<file path="config.mk">
export PLATFORM = sky130hd
export DESIGN_NAME = ddr_refresh_sched
export DESIGN_NICKNAME = d
export VERILOG_FILES = /design/src/rtl/ddr_ref_pkg.sv /design/src/rtl/ddr_ref_dncnt.sv /design/src/rtl/ddr_ref_tick.sv /design/src/rtl/ddr_ref_credit.sv /design/src/rtl/ddr_ref_srctl.sv /design/src/rtl/ddr_refresh_sched.sv
export SDC_FILE = /design/constraint.sdc
export NUM_CORES = 1
export LEC_CHECK = 0
export CAP_MARGIN = 20
export CORE_UTILIZATION = 25
export DETAILED_ROUTE_END_ITERATION = 6
export GPL_TIMING_DRIVEN = 1
export SLEW_MARGIN = 20
export SYNTH_ARGS = -nofsm -noshare
export SYNTH_HDL_FRONTEND = slang
export SYNTH_SLANG_ARGS = --single-unit
</file>
<file path="constraint.sdc">
create_clock -name clk -period 8.3 [get_ports clk]
set_input_delay 1.66 -clock clk [delete_from_list [all_inputs] [get_ports clk]]
set_output_delay 1.66 -clock clk [all_outputs]
set_load 0.005 [all_outputs]
</file>
<file path="src/rtl/ddr_ref_pkg.sv">
package ddr_ref_pkg;

   typedef enum logic [0:0] {
      SR_OFF  = 1'b0,
      SR_HELD = 1'b1
   } sr_mode_e;

   // width able to hold values 0..n
   function automatic int cntw(input int n);
      return (n < 2) ? 1 : $clog2(n + 1);
   endfunction

   // ceiling division used for ns-to-clock conversion
   function automatic int ceil_div(input int num, input int den);
      return (num + den - 1) / den;
   endfunction

endpackage

</file>
<file path="src/rtl/ddr_ref_dncnt.sv">
// Loadable down-counter; zero is high when the window has expired.
module ddr_ref_dncnt
   import ddr_ref_pkg::*;
#(
   parameter int LOAD_VAL = 14
) (
   input  logic clk,
   input  logic rst_n,
   input  logic load,
   output logic zero
);

   localparam int W = cntw(LOAD_VAL);

   if (LOAD_VAL < 1) begin : g_bad_load
      $error("ddr_ref_dncnt: LOAD_VAL must be at least 1");
   end

   logic [W-1:0] cnt_q;

   always_ff @(posedge clk or negedge rst_n) begin
      if (!rst_n)              cnt_q <= '0;
      else if (load)           cnt_q <= W'(LOAD_VAL);
      else if (cnt_q != '0)    cnt_q <= cnt_q - 1'b1;
   end

   assign zero = (cnt_q == '0);

endmodule

</file>
<file path="src/rtl/ddr_ref_tick.sv">
// Interval timer: pulses once every INTERVAL running clocks, holds while run is low.
module ddr_ref_tick
   import ddr_ref_pkg::*;
#(
   parameter int INTERVAL = 1560
) (
   input  logic clk,
   input  logic rst_n,
   input  logic run,
   output logic tick
);

   localparam int LAST = INTERVAL - 1;
   localparam int W    = cntw(LAST);

   if (INTERVAL < 2) begin : g_bad_interval
      $error("ddr_ref_tick: INTERVAL must be at least 2");
   end

   logic [W-1:0] cnt_q;
   logic         at_end;

   assign at_end = (cnt_q == W'(LAST));
   assign tick   = run && at_end;

   always_ff @(posedge clk or negedge rst_n) begin
      if (!rst_n)      cnt_q <= '0;
      else if (run)    cnt_q <= at_end ? '0 : cnt_q + 1'b1;
   end

endmodule

</file>
<file path="src/rtl/ddr_ref_credit.sv">
// Saturating pending-refresh counter with synchronous clear.
module ddr_ref_credit
   import ddr_ref_pkg::*;
#(
   parameter int MAX_PEND = 8,
   localparam int W = cntw(MAX_PEND)
) (
   input  logic         clk,
   input  logic         rst_n,
   input  logic         inc,
   input  logic         dec,
   input  logic         clr,
   output logic [W-1:0] count,
   output logic         full
);

   if (MAX_PEND < 1) begin : g_bad_max
      $error("ddr_ref_credit: MAX_PEND must be at least 1");
   end

   logic [W-1:0] cnt_q;

   assign full  = (cnt_q == W'(MAX_PEND));
   assign count = cnt_q;

   always_ff @(posedge clk or negedge rst_n) begin
      if (!rst_n) begin
         cnt_q <= '0;
      end else if (clr) begin
         cnt_q <= '0;
      end else begin
         unique case ({inc, dec})
            2'b10:   if (!full)         cnt_q <= cnt_q + 1'b1;
            2'b01:   if (cnt_q != '0)   cnt_q <= cnt_q - 1'b1;
            default: cnt_q <= cnt_q;
         endcase
      end
   end

endmodule

</file>
<file path="src/rtl/ddr_ref_srctl.sv">
// Self-refresh mode tracker with entry and exit pulses.
module ddr_ref_srctl
   import ddr_ref_pkg::*;
(
   input  logic clk,
   input  logic rst_n,
   input  logic sr_req,
   input  logic can_enter,
   output logic sr_on,
   output logic enter_p,
   output logic exit_p
);

   sr_mode_e mode_q;

   assign enter_p = (mode_q == SR_OFF)  &&  sr_req && can_enter;
   assign exit_p  = (mode_q == SR_HELD) && !sr_req;
   assign sr_on   = (mode_q == SR_HELD);

   always_ff @(posedge clk or negedge rst_n) begin
      if (!rst_n)       mode_q <= SR_OFF;
      else if (enter_p) mode_q <= SR_HELD;
      else if (exit_p)  mode_q <= SR_OFF;
   end

endmodule

</file>
<file path="src/rtl/ddr_refresh_sched.sv">
module ddr_refresh_sched
   import ddr_ref_pkg::*;
#(
   parameter int CLK_PERIOD_PS = 5000,
   parameter int REFI_PS       = 7_800_000,
   parameter int RFC_PS        = 70_000,
   parameter int XS_ACT_PS     = 70_000,
   parameter int XS_RD_CLKS    = 200,
   parameter int MAX_PEND      = 8
) (
   input  logic                      clk,
   input  logic                      rst_n,
   input  logic                      banks_idle,
   input  logic                      ref_gnt,
   input  logic                      sr_req,
   output logic                      ref_req,
   output logic                      ref_urgent,
   output logic [cntw(MAX_PEND)-1:0] pend_cnt,
   output logic                      sr_active,
   output logic                      act_ok,
   output logic                      rd_ok
);

   localparam int INTERVAL_CLKS = REFI_PS / CLK_PERIOD_PS;
   localparam int RFC_CLKS      = ceil_div(RFC_PS, CLK_PERIOD_PS);
   localparam int XS_ACT_CLKS   = ceil_div(XS_ACT_PS, CLK_PERIOD_PS);
   localparam int N_XS          = 2;   // index 0: activate gate, 1: read gate

   if (CLK_PERIOD_PS < 1) begin : g_bad_clk
      $error("ddr_refresh_sched: CLK_PERIOD_PS must be positive");
   end
   if (INTERVAL_CLKS <= RFC_CLKS) begin : g_bad_ratio
      $error("ddr_refresh_sched: refresh interval must exceed tRFC");
   end

   logic            tick;
   logic            rfc_done;
   logic            accept;
   logic            can_enter;
   logic            sr_on;
   logic            enter_p;
   logic            exit_p;
   logic            full;
   logic [N_XS-1:0] xs_done;

   // interval timer frozen during self refresh
   ddr_ref_tick #(.INTERVAL(INTERVAL_CLKS)) u_tick (
      .clk   (clk),
      .rst_n (rst_n),
      .run   (!sr_on),
      .tick  (tick)
   );

   // postponed-refresh credit
   ddr_ref_credit #(.MAX_PEND(MAX_PEND)) u_credit (
      .clk   (clk),
      .rst_n (rst_n),
      .inc   (tick),
      .dec   (accept),
      .clr   (enter_p),
      .count (pend_cnt),
      .full  (full)
   );

   // refresh recovery window
   ddr_ref_dncnt #(.LOAD_VAL(RFC_CLKS)) u_rfc (
      .clk   (clk),
      .rst_n (rst_n),
      .load  (accept),
      .zero  (rfc_done)
   );

   // self-refresh exit gates, one per command class
   for (genvar gi = 0; gi < N_XS; gi++) begin : g_xs
      ddr_ref_dncnt #(.LOAD_VAL(gi == 0 ? XS_ACT_CLKS : XS_RD_CLKS)) u_xs (
         .clk   (clk),
         .rst_n (rst_n),
         .load  (exit_p),
         .zero  (xs_done[gi])
      );
   end

   ddr_ref_srctl u_sr (
      .clk       (clk),
      .rst_n     (rst_n),
      .sr_req    (sr_req),
      .can_enter (can_enter),
      .sr_on     (sr_on),
      .enter_p   (enter_p),
      .exit_p    (exit_p)
   );

   assign ref_req    = !sr_on && (pend_cnt != '0) && rfc_done && xs_done[0];
   assign accept     = ref_req && ref_gnt && banks_idle;
   assign can_enter  = banks_idle && rfc_done && !accept;
   assign ref_urgent = full;
   assign sr_active  = sr_on;
   assign act_ok     = !sr_on && rfc_done && xs_done[0];
   assign rd_ok      = !sr_on && xs_done[1];

endmodule

</file>
==> flow_summary_export.csv <==
group,metric,value,unit
logic_synthesis,synth_top_family_by_area,"simple AND/OR/NAND/NOR gates",
worst_setup_path,critical_path.max_fanout,6,
logic_synthesis,dominantRegCellSynth,"dfrtp_1",
logic_synthesis,synth-seq-area-share,0.445,
layout,fin_area,2130,sq um
run,drv_cap,0,
worst_setup_path,endpoint_kind,"output pin",
worst_setup_path,cp_top_family,"simple AND/OR/NAND/NOR gates",
clock_network,post_cts_buffers,0,
global_routing,grt_start_max_net_pins,33,
clock_network,htree_num_levels,2,
route,drtIter0Drc,53,
clock_network,clock_path_buffers,2,
min_path,hp-class,"reg -> reg",
timing,finalSetupViolations,0,
floorplan,die-area,7540,sq um
logic_synthesis,synth.distinct_cells,40,
clock_network,numCtsBuffers,5,
timing,hold_viol,0,
logic_synthesis,synth_fa_ha_area_frac,0.0765,
logic_synthesis,synth_top_area_share,0.445,
worst_setup_path,cp.buffers_inverters,2,
logic_synthesis,synthCells,183,
route,drc,0,
power,p_seq_frac,0.494,
clock_network,cts_root_buf,"clkbuf_8",
timing,fin_hold_ws,0.492,ns
power,combPwrFrac,0.268,
worst_setup_path,arrival,2.71,ns
clock_network,ctsHoldBuffers,0,
global_routing,grt_pass1_wl,5700,microns
floorplan,fp.dieH,86.8,microns
timing,fmax,229,MHz
logic_synthesis,synth_nets,199,
timing,rsz0062_at_grt,"false",
timing,slew_headroom,0.536,
layout,finalNetCount,216,
timing,layout_min_cycle_time,4.37,ns
power,sw_frac_of_total,0.327,
floorplan,num_rows,30,
logic_synthesis,syn-cell-area,1800,sq um
logic_synthesis,synth_common_cells,"dfrtp_1 (32), nor2_1 (20), nand2_1 (13)",
floorplan,start_util,0.262,
power,p_int,0.341,mW
run_status,status,"complete, no violations",
layout,syn_to_final_growth,18.5,%
timing,worst_pin_slew,0.690,ns
logic_synthesis,synth_area_leaders,"dfrtp_1 (45%), ha_1 (7.7%), xnor2_1 (5.4%)",
clock_network,cts_resized,0,
timing,period_share,0.526,
power,netSwitchingPower,0.165,mW
global_routing,overflow,0,
placement,gp_congestion,0.810,
power,powerDensity,238,nW/um^2
power,power.share.clock,0.238,
logic_synthesis,synthArstFlopShare,1.00,
timing,fin_setup_tns,0,ns
worst_setup_path,cp_cell_sequence,"inv_1, ha_1, or3b_2, nor4_1, nor2b_1, clkdlybuf4s50_1",
route,viasPerCell,4.43,
timing,fin_skew,0.00360,ns
placement,dp_slack,3.82,ns
global_routing,grt_usage,0.0975,
logic_synthesis,yosys_warnings,0,
global_routing,antenna_found_initial,0,
worst_setup_path,crit_slowest_cell,"nor4_1",
route,avgRoutedWirePerCell,11.0,microns
worst_setup_path,max_stage_delay,0.55,ns
route,ant_nets,0,
clock_network,cts.sinks,32,
timing,drv_slew,0,
worst_setup_path,worstSetupPathType,"reg -> out",
logic_synthesis,synth_compound_gate_area_share,0.0919,
logic_synthesis,avgSynthCellArea,9.82,sq um
clock_network,cts.clk_slew.worst_paths,0.07,ns
route,first_pass_iters,4,
logic_synthesis,synth_enable_flop_cells,0,
logic_synthesis,synth_top_area_cell,"dfrtp_1",
logic_synthesis,ys_seq_elements,32,
worst_setup_path,critPathLaunchType,"flop",
placement,dpl_cell_area,2040,sq um
logic_synthesis,synthXorXnorAreaFrac,0.0877,
floorplan,core_area,6870,sq um
worst_setup_path,required,6.64,ns
clock_network,cts_tree,"built",
floorplan,io-pin-count,14,
floorplan,die_w,86.8,microns
logic_synthesis,synthMuxAreaShare,0.0244,
logic_synthesis,yosys.area_share.simple,0.241,
logic_synthesis,synth_most_common_cell,"dfrtp_1",
route,drt-total-wl,3260,microns
placement,portBuffers,13,
clock_network,insertion_delay,0.27,ns
route,vias,1315,
power,power.leakage,0.928,nW
timing,timing.final.ws_setup,3.93,ns
placement,place_hpwl,2400,microns
layout,drive_above_1_share,0.0896,
global_routing,grt_pass1_vias,1220,
power,ir_drop,0.0000814,V
layout,antenna_cells,0,
## through the flow
stage | std cells | util | power, mW
after detailed placement | 289 | 0.297 | 0.391
after CTS | 297 | 0.310 | 0.514
after global routing | 297 | 0.310 | 0.552
final | 297 | 0.310 | 0.506
after floorplan | 183 | - | 0.354
after global placement | 289 | 0.297 | 0.385
## final cells by class
class / count / area [sq um]
fill: 697 / 4740
multi-input combinational: 135 / 937
sequential: 32 / 801
timing repair buffer: 14 / 138
tap: 96 / 120
clock buffer: 8 / 90.1
inverter: 12 / 45.0
## flip-flops by register name, summed over array words and instances, names as in the netlist
| name | flops |
|---|---|
| g_xs.u_xs.cnt_q | 12 |
| u_credit.count | 4 |
| u_rfc.cnt_q | 4 |
| u_sr.sr_on | 1 |
| u_tick.cnt_q | 11 |
## cell families after synthesis
family,Yosys count
xor+xnor,18
fa+ha+maj,11
mux,4
compound gates,25
buf+inv,16
simple gates,77
flops,32
## worst register-to-register path: cells and delay by family, from the launching register on
| family | cells | cell delay (ns) |
|---|---|---|
| AO/OA/AOI/OAI | 2 | 0.59 |
| buffers and inverters | 1 | 0.14 |
| adder cells (fa/ha/maj) | 2 | 0.67 |
| flip-flops | 1 | 0.43 |
| multiplexers | 1 | 0.38 |
| AND/OR/NAND/NOR | 4 | 1.77 |
## routing by layer
metal / part of all wire / up-vias / GRT usage
met5: 0 / - / 0
met4: 0.0098 / 0 / 0.0364
met3: 0.024 / 4 / 0.0286
met2: 0.46 / 10 / 0.152
met1: 0.51 / 627 / 0.128
li1: - / 674 / -
## path summary, 6_finish.rpt
| kind | from | to | slack (ns) | depth (start not counted) |
|---|---|---|---|---|
| worst max-delay path | u_rfc.cnt_q[0] | ref_req | 3.93 | 6 |
| worst min-delay path | u_tick.cnt_q[8] | u_tick.cnt_q[8] | 0.49 | 1 |
| worst max register to register | u_tick.cnt_q[6] | u_credit.count[3] | 4.24 | 10 |
| worst min register to register | u_tick.cnt_q[8] | u_tick.cnt_q[8] | 0.49 | 1 |
| max in group asynchronous | rst_n | g_xs[0].u_xs.cnt_q[1] | 6.22 | 2 |
| min in group asynchronous | rst_n | u_tick.cnt_q[0] | 1.79 | 2 |
## power groups by stage
stage          Combinational, mW  Sequential [mW]  Clock [mW]
2_1_floorplan              0.113            0.241           0
3_3_place_gp               0.133            0.252           0
3_5_place_dp               0.137            0.254           0
4_1_cts                    0.138            0.251       0.125
5_1_grt                    0.160            0.260       0.132
6_report                   0.136            0.250       0.120
## placed cells by master (no fill, tap or decap), types with 2 or more instances in the layout
cell,n
clkbuf_1,2
ha_1,11
nor2_1,20
a211oi_1,4
a31o_2,2
mux2_2,3
nand2_1,13
nor2b_1,2
nand3b_1,2
nand2b_1,5
clkdlybuf4s50_1,13
xnor2_1,11
inv_1,12
or3b_2,2
nand3_1,5
nor4_1,4
xor2_1,7
or4_1,3
nor3b_1,2
clkbuf_8,6
o21ai_0,4
dfrtp_1,32
or3_1,3
a21oi_1,8
nor3_1,7
No activity file was read; power rests on OpenSTA's default activity.
